==> src/rtl/smbhs_pkg.sv <==
package smbhs_pkg;
  typedef enum logic [1:0] {
    CS_IDLE = 2'd0,
    CS_WAIT = 2'd1,
    CS_FIRE = 2'd2
  } cmpl_st_e;

  localparam int unsigned STAT_W = 8;
endpackage

==> src/rtl/smbhs_rst_sync.sv <==
module smbhs_rst_sync #(
  parameter int unsigned STAGES = 2
) (
  input  logic clk,
  input  logic rst_n,
  output logic rst_sync_n
);
  logic [STAGES-1:0] sync_q;
  logic [STAGES-1:0] sync_d;

  always_comb begin
    sync_d = {sync_q[STAGES-2:0], 1'b1};
  end

  always_ff @(posedge clk or negedge rst_n) begin
    if (!rst_n) sync_q <= '0;
    else        sync_q <= sync_d;
  end

  assign rst_sync_n = sync_q[STAGES-1];
endmodule

==> src/rtl/smbhs_evt_qual.sv <==
module smbhs_evt_qual (
  input  logic xfer_block,
  input  logic buf_enable,
  input  logic ev_byte,
  input  logic ev_last,
  input  logic ev_done,
  input  logic ev_heartbeat,
  output logic bd_set,
  output logic last_seen,
  output logic done_direct
);
  logic handshake_mode;

  always_comb begin
    handshake_mode = xfer_block & ~buf_enable;
    bd_set         = ev_byte & ~ev_heartbeat & handshake_mode;
    last_seen      = bd_set & ev_last;
    done_direct    = ev_done & ~handshake_mode;
  end
endmodule

==> src/rtl/smbhs_cmpl_seq.sv <==
module smbhs_cmpl_seq
  import smbhs_pkg::*;
(
  input  logic     clk,
  input  logic     rst_n,
  input  logic     last_seen,
  input  logic     ack_taken,
  input  logic     abort,
  output cmpl_st_e state,
  output logic     fire
);
  cmpl_st_e st_q;
  cmpl_st_e st_d;
  logic     st_en;

  always_comb begin
    st_d = st_q;
    if (abort)                        st_d = CS_IDLE;
    else if (last_seen)               st_d = CS_WAIT;
    else if (st_q == CS_WAIT && ack_taken) st_d = CS_FIRE;
    else if (st_q == CS_FIRE)         st_d = CS_IDLE;
    st_en = (st_d != st_q);
  end

  always_ff @(posedge clk or negedge rst_n) begin
    if (!rst_n)     st_q <= CS_IDLE;
    else if (st_en) st_q <= st_d;
  end

  assign state = st_q;
  assign fire  = (st_q == CS_FIRE) & ~abort;


  abort_idle_chk: assert property (@(posedge clk) disable iff (!rst_n)
    abort |=> (st_q == CS_IDLE));


  fire_once_chk: assert property (@(posedge clk) disable iff (!rst_n)
    (st_q == CS_FIRE) |=> (st_q != CS_FIRE));
endmodule

==> src/rtl/smbhs_stat_reg.sv <==
module smbhs_stat_reg #(
  parameter int unsigned       W        = 8,
  parameter logic [W-1:0]      IMPL_MSK = '1
) (
  input  logic         clk,
  input  logic         rst_n,
  input  logic [W-1:0] set_vec,
  input  logic [W-1:0] clr_vec,
  output logic [W-1:0] q
);
  logic [W-1:0] q_r;
  logic [W-1:0] q_d;

  for (genvar b = 0; b < W; b++) begin : g_bit
    if (IMPL_MSK[b]) begin : g_impl
      always_comb q_d[b] = set_vec[b] | (q_r[b] & ~clr_vec[b]);

      always_ff @(posedge clk or negedge rst_n) begin
        if (!rst_n)                        q_r[b] <= 1'b0;
        else if (set_vec[b] | clr_vec[b])  q_r[b] <= q_d[b];
      end


      set_wins_chk: assert property (@(posedge clk) disable iff (!rst_n)
        set_vec[b] |=> q_r[b]);
    end else begin : g_rsvd
      always_comb q_d[b] = 1'b0;
      always_comb q_r[b] = 1'b0;
    end
  end

  assign q = q_r;
endmodule

==> src/rtl/smb_host_status_seq.sv <==
module smb_host_status_seq
  import smbhs_pkg::*;
#(
  parameter int unsigned ADDR_W   = 5,
  parameter int unsigned STAT_OFS = 0,
  parameter int unsigned BD_BIT   = 7,
  parameter int unsigned ERR_BIT  = 2,
  parameter int unsigned DONE_BIT = 1
) (
  input  logic              clk,
  input  logic              rst_n,
  input  logic [ADDR_W-1:0] reg_addr,
  input  logic              reg_wr,
  input  logic [7:0]        reg_wdata,
  output logic [7:0]        reg_rdata,
  input  logic              xfer_block,
  input  logic              buf_enable,
  input  logic              ev_byte,
  input  logic              ev_last,
  input  logic              ev_done,
  input  logic              ev_error,
  input  logic              ev_heartbeat,
  input  logic              irq_enable,
  output logic              irq
);
  localparam logic [STAT_W-1:0] IMPL_MSK =
    (STAT_W'(1) << BD_BIT) | (STAT_W'(1) << ERR_BIT) | (STAT_W'(1) << DONE_BIT);

  logic              rst_sync_n;
  logic              bd_set;
  logic              last_seen;
  logic              done_direct;
  logic              fire;
  logic              ack_taken;
  logic              sel_stat;
  cmpl_st_e          cmpl_state;
  logic [STAT_W-1:0] set_vec;
  logic [STAT_W-1:0] clr_vec;
  logic [STAT_W-1:0] stat_q;

  smbhs_rst_sync #(.STAGES(2)) i_rst_sync (
    .clk        (clk),
    .rst_n      (rst_n),
    .rst_sync_n (rst_sync_n)
  );

  smbhs_evt_qual i_evt_qual (
    .xfer_block   (xfer_block),
    .buf_enable   (buf_enable),
    .ev_byte      (ev_byte),
    .ev_last      (ev_last),
    .ev_done      (ev_done),
    .ev_heartbeat (ev_heartbeat),
    .bd_set       (bd_set),
    .last_seen    (last_seen),
    .done_direct  (done_direct)
  );

  always_comb begin
    sel_stat  = (reg_addr == ADDR_W'(STAT_OFS));
    clr_vec   = (reg_wr && sel_stat) ? (reg_wdata & IMPL_MSK) : '0;
    ack_taken = clr_vec[BD_BIT] & stat_q[BD_BIT] & ~bd_set;
    set_vec           = '0;
    set_vec[BD_BIT]   = bd_set;
    set_vec[ERR_BIT]  = ev_error;
    set_vec[DONE_BIT] = done_direct | fire;
  end

  smbhs_cmpl_seq i_cmpl_seq (
    .clk       (clk),
    .rst_n     (rst_sync_n),
    .last_seen (last_seen),
    .ack_taken (ack_taken),
    .abort     (ev_error),
    .state     (cmpl_state),
    .fire      (fire)
  );

  smbhs_stat_reg #(.W(STAT_W), .IMPL_MSK(IMPL_MSK)) i_stat_reg (
    .clk     (clk),
    .rst_n   (rst_sync_n),
    .set_vec (set_vec),
    .clr_vec (clr_vec),
    .q       (stat_q)
  );

  assign reg_rdata = sel_stat ? stat_q : '0;
  assign irq       = irq_enable & (|stat_q);


  zero_keeps_chk: assert property (@(posedge clk) disable iff (!rst_sync_n)
    (reg_wr && sel_stat && !reg_wdata[BD_BIT] && stat_q[BD_BIT]) |=> stat_q[BD_BIT]);


  hb_no_bd_chk: assert property (@(posedge clk) disable iff (!rst_sync_n)
    (ev_heartbeat && !stat_q[BD_BIT]) |=> !stat_q[BD_BIT]);


  fire_sets_done_chk: assert property (@(posedge clk) disable iff (!rst_sync_n)
    (cmpl_state == CS_FIRE && !ev_error) |=> stat_q[DONE_BIT]);


  err_flag_chk: assert property (@(posedge clk) disable iff (!rst_sync_n)
    ev_error |=> stat_q[ERR_BIT]);


  other_ofs_chk: assert property (@(posedge clk) disable iff (!rst_sync_n)
    (!sel_stat && !ev_byte && !ev_done && !ev_error && cmpl_state == CS_IDLE)
      |=> $stable(stat_q));
endmodule

==> config.mk <==
export PLATFORM = sky130hd
export DESIGN_NAME = smb_host_status_seq
export DESIGN_NICKNAME = d
export VERILOG_FILES = /design/src/rtl/smbhs_pkg.sv /design/src/rtl/smbhs_rst_sync.sv /design/src/rtl/smbhs_evt_qual.sv /design/src/rtl/smbhs_cmpl_seq.sv /design/src/rtl/smbhs_stat_reg.sv /design/src/rtl/smb_host_status_seq.sv
export SDC_FILE = /design/constraint.sdc
export NUM_CORES = 1
export LEC_CHECK = 0
export ABC_CLOCK_PERIOD_IN_PS = 1890
export CAP_MARGIN = 10
export CORE_AREA = 2 2 39 41
export CTS_BUF_LIST = sky130_fd_sc_hd__clkbuf_4
export CTS_CLUSTER_SIZE = 16
export DETAILED_ROUTE_END_ITERATION = 7
export DIE_AREA = 0 0 41 43
export DONT_BUFFER_PORTS = 1
export HOLD_SLACK_MARGIN = 0.08
export SLEW_MARGIN = 10
export SYNTH_ARGS = -nofsm -noshare
export SYNTH_HDL_FRONTEND = slang
export SYNTH_SLANG_ARGS = --single-unit
==> constraint.sdc <==
create_clock -name clk -period 1.89 [get_ports clk]
set_input_delay 0.378 -clock clk [delete_from_list [all_inputs] [get_ports clk]]
set_output_delay 0.378 -clock clk [all_outputs]
set_load 0.05 [all_outputs]
==> impl_metrics.csv <==
group,metric,value,unit
flow_run,cap_viol_max_count,0,
clock_tree,htreeDepth,1,
synth,synth.ff_latch_count,7,
status,status,"finished clean",
floorplanning,die_h,43,µm
global_route,grt_antenna_before_repair,0,
power,intPower,0.265,mW
worst_setup_path,arrival,1.39,ns
global_route,grt_start_max_net_pins,6,
worst_setup_path,crit_fanout,3,
power,worst_ir_drop_vdd,0.308,mV
worst_setup_path,timing.critical_path.to_type,"primary output",
timing,final.setup_skew,0.00254,ns
global_route,grt_overflow_total,0,
detailed_routing,m1WireLength,281,µm
timing,final-setup-viol-count,0,
timing,maxClockFrequency,565,MHz
synth,ys.warnings.count,0,
layout,layout.cells.non_filler,61,
layout,layout-drive-gt1-share,22.2,%
timing,slew_violations,0,
layout,antenna_cells_inserted,0,
timing,whs,0.0809,ns
min_path,min_path_type,"reg -> async",
detailed_routing,viasPerCell,4.69,
floorplanning,die_outline_area,0.00176,mm²
floorplanning,placementRows,14,
power,power_leakage,0.197,nW
floorplanning,start_util,28.6,%
synth,synth_area,395,µm²
clock_tree,clk_path_buf_depth,2,
worst_setup_path,crit_type,"in -> out",
power,switching_share,26.8,%
detailed_routing,dr_total_vias,286,
detailed_routing,remaining_drc_errors,0,
worst_setup_path,max_stage_delay,0.54,ns
timing,maxSlewHeadroom,62.8,%
layout,fill_cells,141,
detailed_routing,routed-wl-met2,351,µm
floorplanning,die_width,41,µm
detailed_routing,drtPass1Iterations,2,
global_route,number_of_global_route_vias_before_repair,252,
clock_tree,post-cts-setup-buffer-count,0,
place,pre_cts_ws,0.106,ns
power,power.density,734,mW/mm²
floorplanning,core-area,0.00138,mm²
synth,seq_area_frac_synth,44.3,%
detailed_routing,drtAntennaViolNets,0,
detailed_routing,wl_per_cell,12.0,µm
worst_setup_path,crit_required,1.51,ns
clock_tree,clockRootBuffer,"sky130_fd_sc_hd__clkbuf_4",
power,power.share.combinational,13.8,%
global_route,globalRouteTotalUtil,8.93,%
timing,worst_slew_pin_slew,0.556,ns
clock_tree,cts_tree,"done",
synth,syn_avg_cell_area,10.4,µm²
clock_tree,cts-resized-gates,0,
timing,period_share,93.6,%
clock_tree,tritoncts_buffers,3,
detailed_routing,route.top_layer_used,"met3",
timing,rsz0062_at_grt,"no",
clock_tree,insertion_delay,0.25,ns
clock_tree,clkSinkCount,7,
floorplanning,count_of_pins_on_the_block_boundary,33,
timing,setup-tns-final,0,ns
worst_setup_path,critical_path.slowest_cell,"sky130_fd_sc_hd__or4_4",
layout,final_nets,70,
worst_setup_path,worstPathCellList,"or4_4, nor2_1, and2_1, buf_12",
synth,yosysUniqueCellTypes,19,
detailed_routing,starting_drc_count_in_detailed_routing,1,
clock_tree,cts.clk_slew.worst_paths,0.05,ns
timing,timing_hold_violations_final,0,
place,portBuffers,0,
power,seq_power_share,44.8,%
power,p_sw,0.0969,mW
detailed_routing,totalWireLength,732,µm
power,power.clock.fraction,41.4,%
place,place_inst,56,
timing,least_setup_slack_across_all_paths_after_layout,0.121,ns
layout,area_growth,24.7,%
worst_setup_path,setup.worst_path.start_class,"primary input",
clock_tree,post_cts_hold_buffer_count,1,
place,gp_weighted_congestion,0.724,
detailed_routing,routed_wire_length_on_met3,99,µm
timing,final_period_minus_worst_setup_slack,1.77,ns
global_route,wire_length_of_the_first_global_routing_pass,1020,µm
synth,synth_cells,38,
-- synth_stat cells --
library cell | number | share of area [%]
sky130_fd_sc_hd__buf_4 | 5 | 9.5
sky130_fd_sc_hd__conb_1 | 2 | 1.9
sky130_fd_sc_hd__a21boi_1 | 1 | 1.9
sky130_fd_sc_hd__o21a_1 | 1 | 1.9
sky130_fd_sc_hd__dfrtp_1 | 7 | 44
sky130_fd_sc_hd__nor3b_1 | 1 | 1.9
sky130_fd_sc_hd__o22ai_1 | 1 | 1.6
sky130_fd_sc_hd__nor3b_4 | 1 | 4.7
sky130_fd_sc_hd__nand4b_1 | 1 | 2.2
sky130_fd_sc_hd__o31a_1 | 1 | 2.2
sky130_fd_sc_hd__a21o_1 | 2 | 3.8
sky130_fd_sc_hd__a221o_1 | 1 | 2.5
sky130_fd_sc_hd__a21oi_1 | 1 | 1.3
sky130_fd_sc_hd__nand2b_1 | 2 | 3.2
sky130_fd_sc_hd__nor3b_2 | 1 | 3.2
sky130_fd_sc_hd__or4_4 | 1 | 2.8
sky130_fd_sc_hd__nand2_1 | 3 | 2.8
sky130_fd_sc_hd__nor2_1 | 2 | 1.9
sky130_fd_sc_hd__and2_1 | 4 | 6.3
-- final cells by class --
class | count | area [µm²] | area share [%]
sequential | 7 | 175 | 35.5
multi-input combinational | 30 | 198 | 40.1
clock buffer | 4 | 30.0 | 6.09
timing repair buffer | 4 | 70.1 | 14.2
tap | 16 | 20.0 | 4.06
-- sequential cells by signal, summed over array words and instances, names as in the netlist --
register	cells
i_rst_sync.sync_q	2
i_cmpl_seq.state	2
i_stat_reg.q	3
-- cell families after synthesis --
group                  share of synthesized area, %
AND/OR/NAND/NOR                                29.1
AO/OA/AOI/OAI                                  15.2
flip-flops                                     44.3
buffers and inverters                          9.49
other                                          1.90
-- cell usage in the layout (no fill, tap or decap) --
| master | instances |
|---|---|
| sky130_fd_sc_hd__nand2b_1 | 2 |
| sky130_fd_sc_hd__a221o_1 | 1 |
| sky130_fd_sc_hd__a21o_1 | 2 |
| sky130_fd_sc_hd__buf_12 | 3 |
| sky130_fd_sc_hd__dlygate4sd3_1 | 1 |
| sky130_fd_sc_hd__dfrtp_1 | 7 |
| sky130_fd_sc_hd__o21a_1 | 1 |
| sky130_fd_sc_hd__o31a_1 | 1 |
| sky130_fd_sc_hd__nor3b_4 | 1 |
| sky130_fd_sc_hd__or4_4 | 1 |
| sky130_fd_sc_hd__nor2_1 | 2 |
| sky130_fd_sc_hd__nand2_1 | 3 |
| sky130_fd_sc_hd__a21oi_1 | 1 |
| sky130_fd_sc_hd__a21boi_1 | 1 |
| sky130_fd_sc_hd__nor3b_1 | 1 |
| sky130_fd_sc_hd__and2_1 | 4 |
| sky130_fd_sc_hd__nor3b_2 | 1 |
| sky130_fd_sc_hd__conb_1 | 6 |
| sky130_fd_sc_hd__clkbuf_4 | 4 |
| sky130_fd_sc_hd__o22ai_1 | 1 |
| sky130_fd_sc_hd__nand4b_1 | 1 |
-- path summary, 6_finish.rpt --
path                                           start              endpoint  slack, ns  cells after the start
worst max-delay path                     reg_addr[1]          reg_rdata[2]       0.12                      4
worst min-delay path            i_rst_sync.sync_q[1]       i_stat_reg.q[1]       0.08                      0
worst max register to register   i_cmpl_seq.state[1]   i_cmpl_seq.state[0]       0.86                      3
worst min register to register  i_rst_sync.sync_q[1]       i_stat_reg.q[1]       0.08                      0
max in group asynchronous                      rst_n  i_rst_sync.sync_q[1]       1.41                      1
min in group clk                            ev_error   i_cmpl_seq.state[0]       0.21                      1
-- per-layer routing --
layer  global-route usage [%]  vias to the layer above
li1                         -                      136
met1                     10.0                      134
met2                     12.2                       16
met3                     3.66                        0
met4                     8.00                        0
met5                        0                        -
-- metrics by stage --
step	instance area, µm²	power (mW)	utilization, %
after detailed placement	453	0.213	32.7
after global routing	493	0.382	35.6
final	493	0.362	35.6
after floorplan	410	0.213	-
after CTS	493	0.369	35.6
after global placement	453	0.212	32.7
-- critical path, delay by kind of cell --
family        cells  cell delay, ns
buf+inv           1            0.14
simple gates      3            0.87
-- power by group through the flow --
stage,clock [mW],combinational [mW],sequential [mW]
CTS,0.157,0.0502,0.162
finish,0.150,0.0500,0.162
detailed placement,0,0.0481,0.165
global placement,0,0.0479,0.165
global route,0.166,0.0531,0.163
floorplan,0,0.0499,0.163
Note: power is estimated with default switching activity, not from simulation.
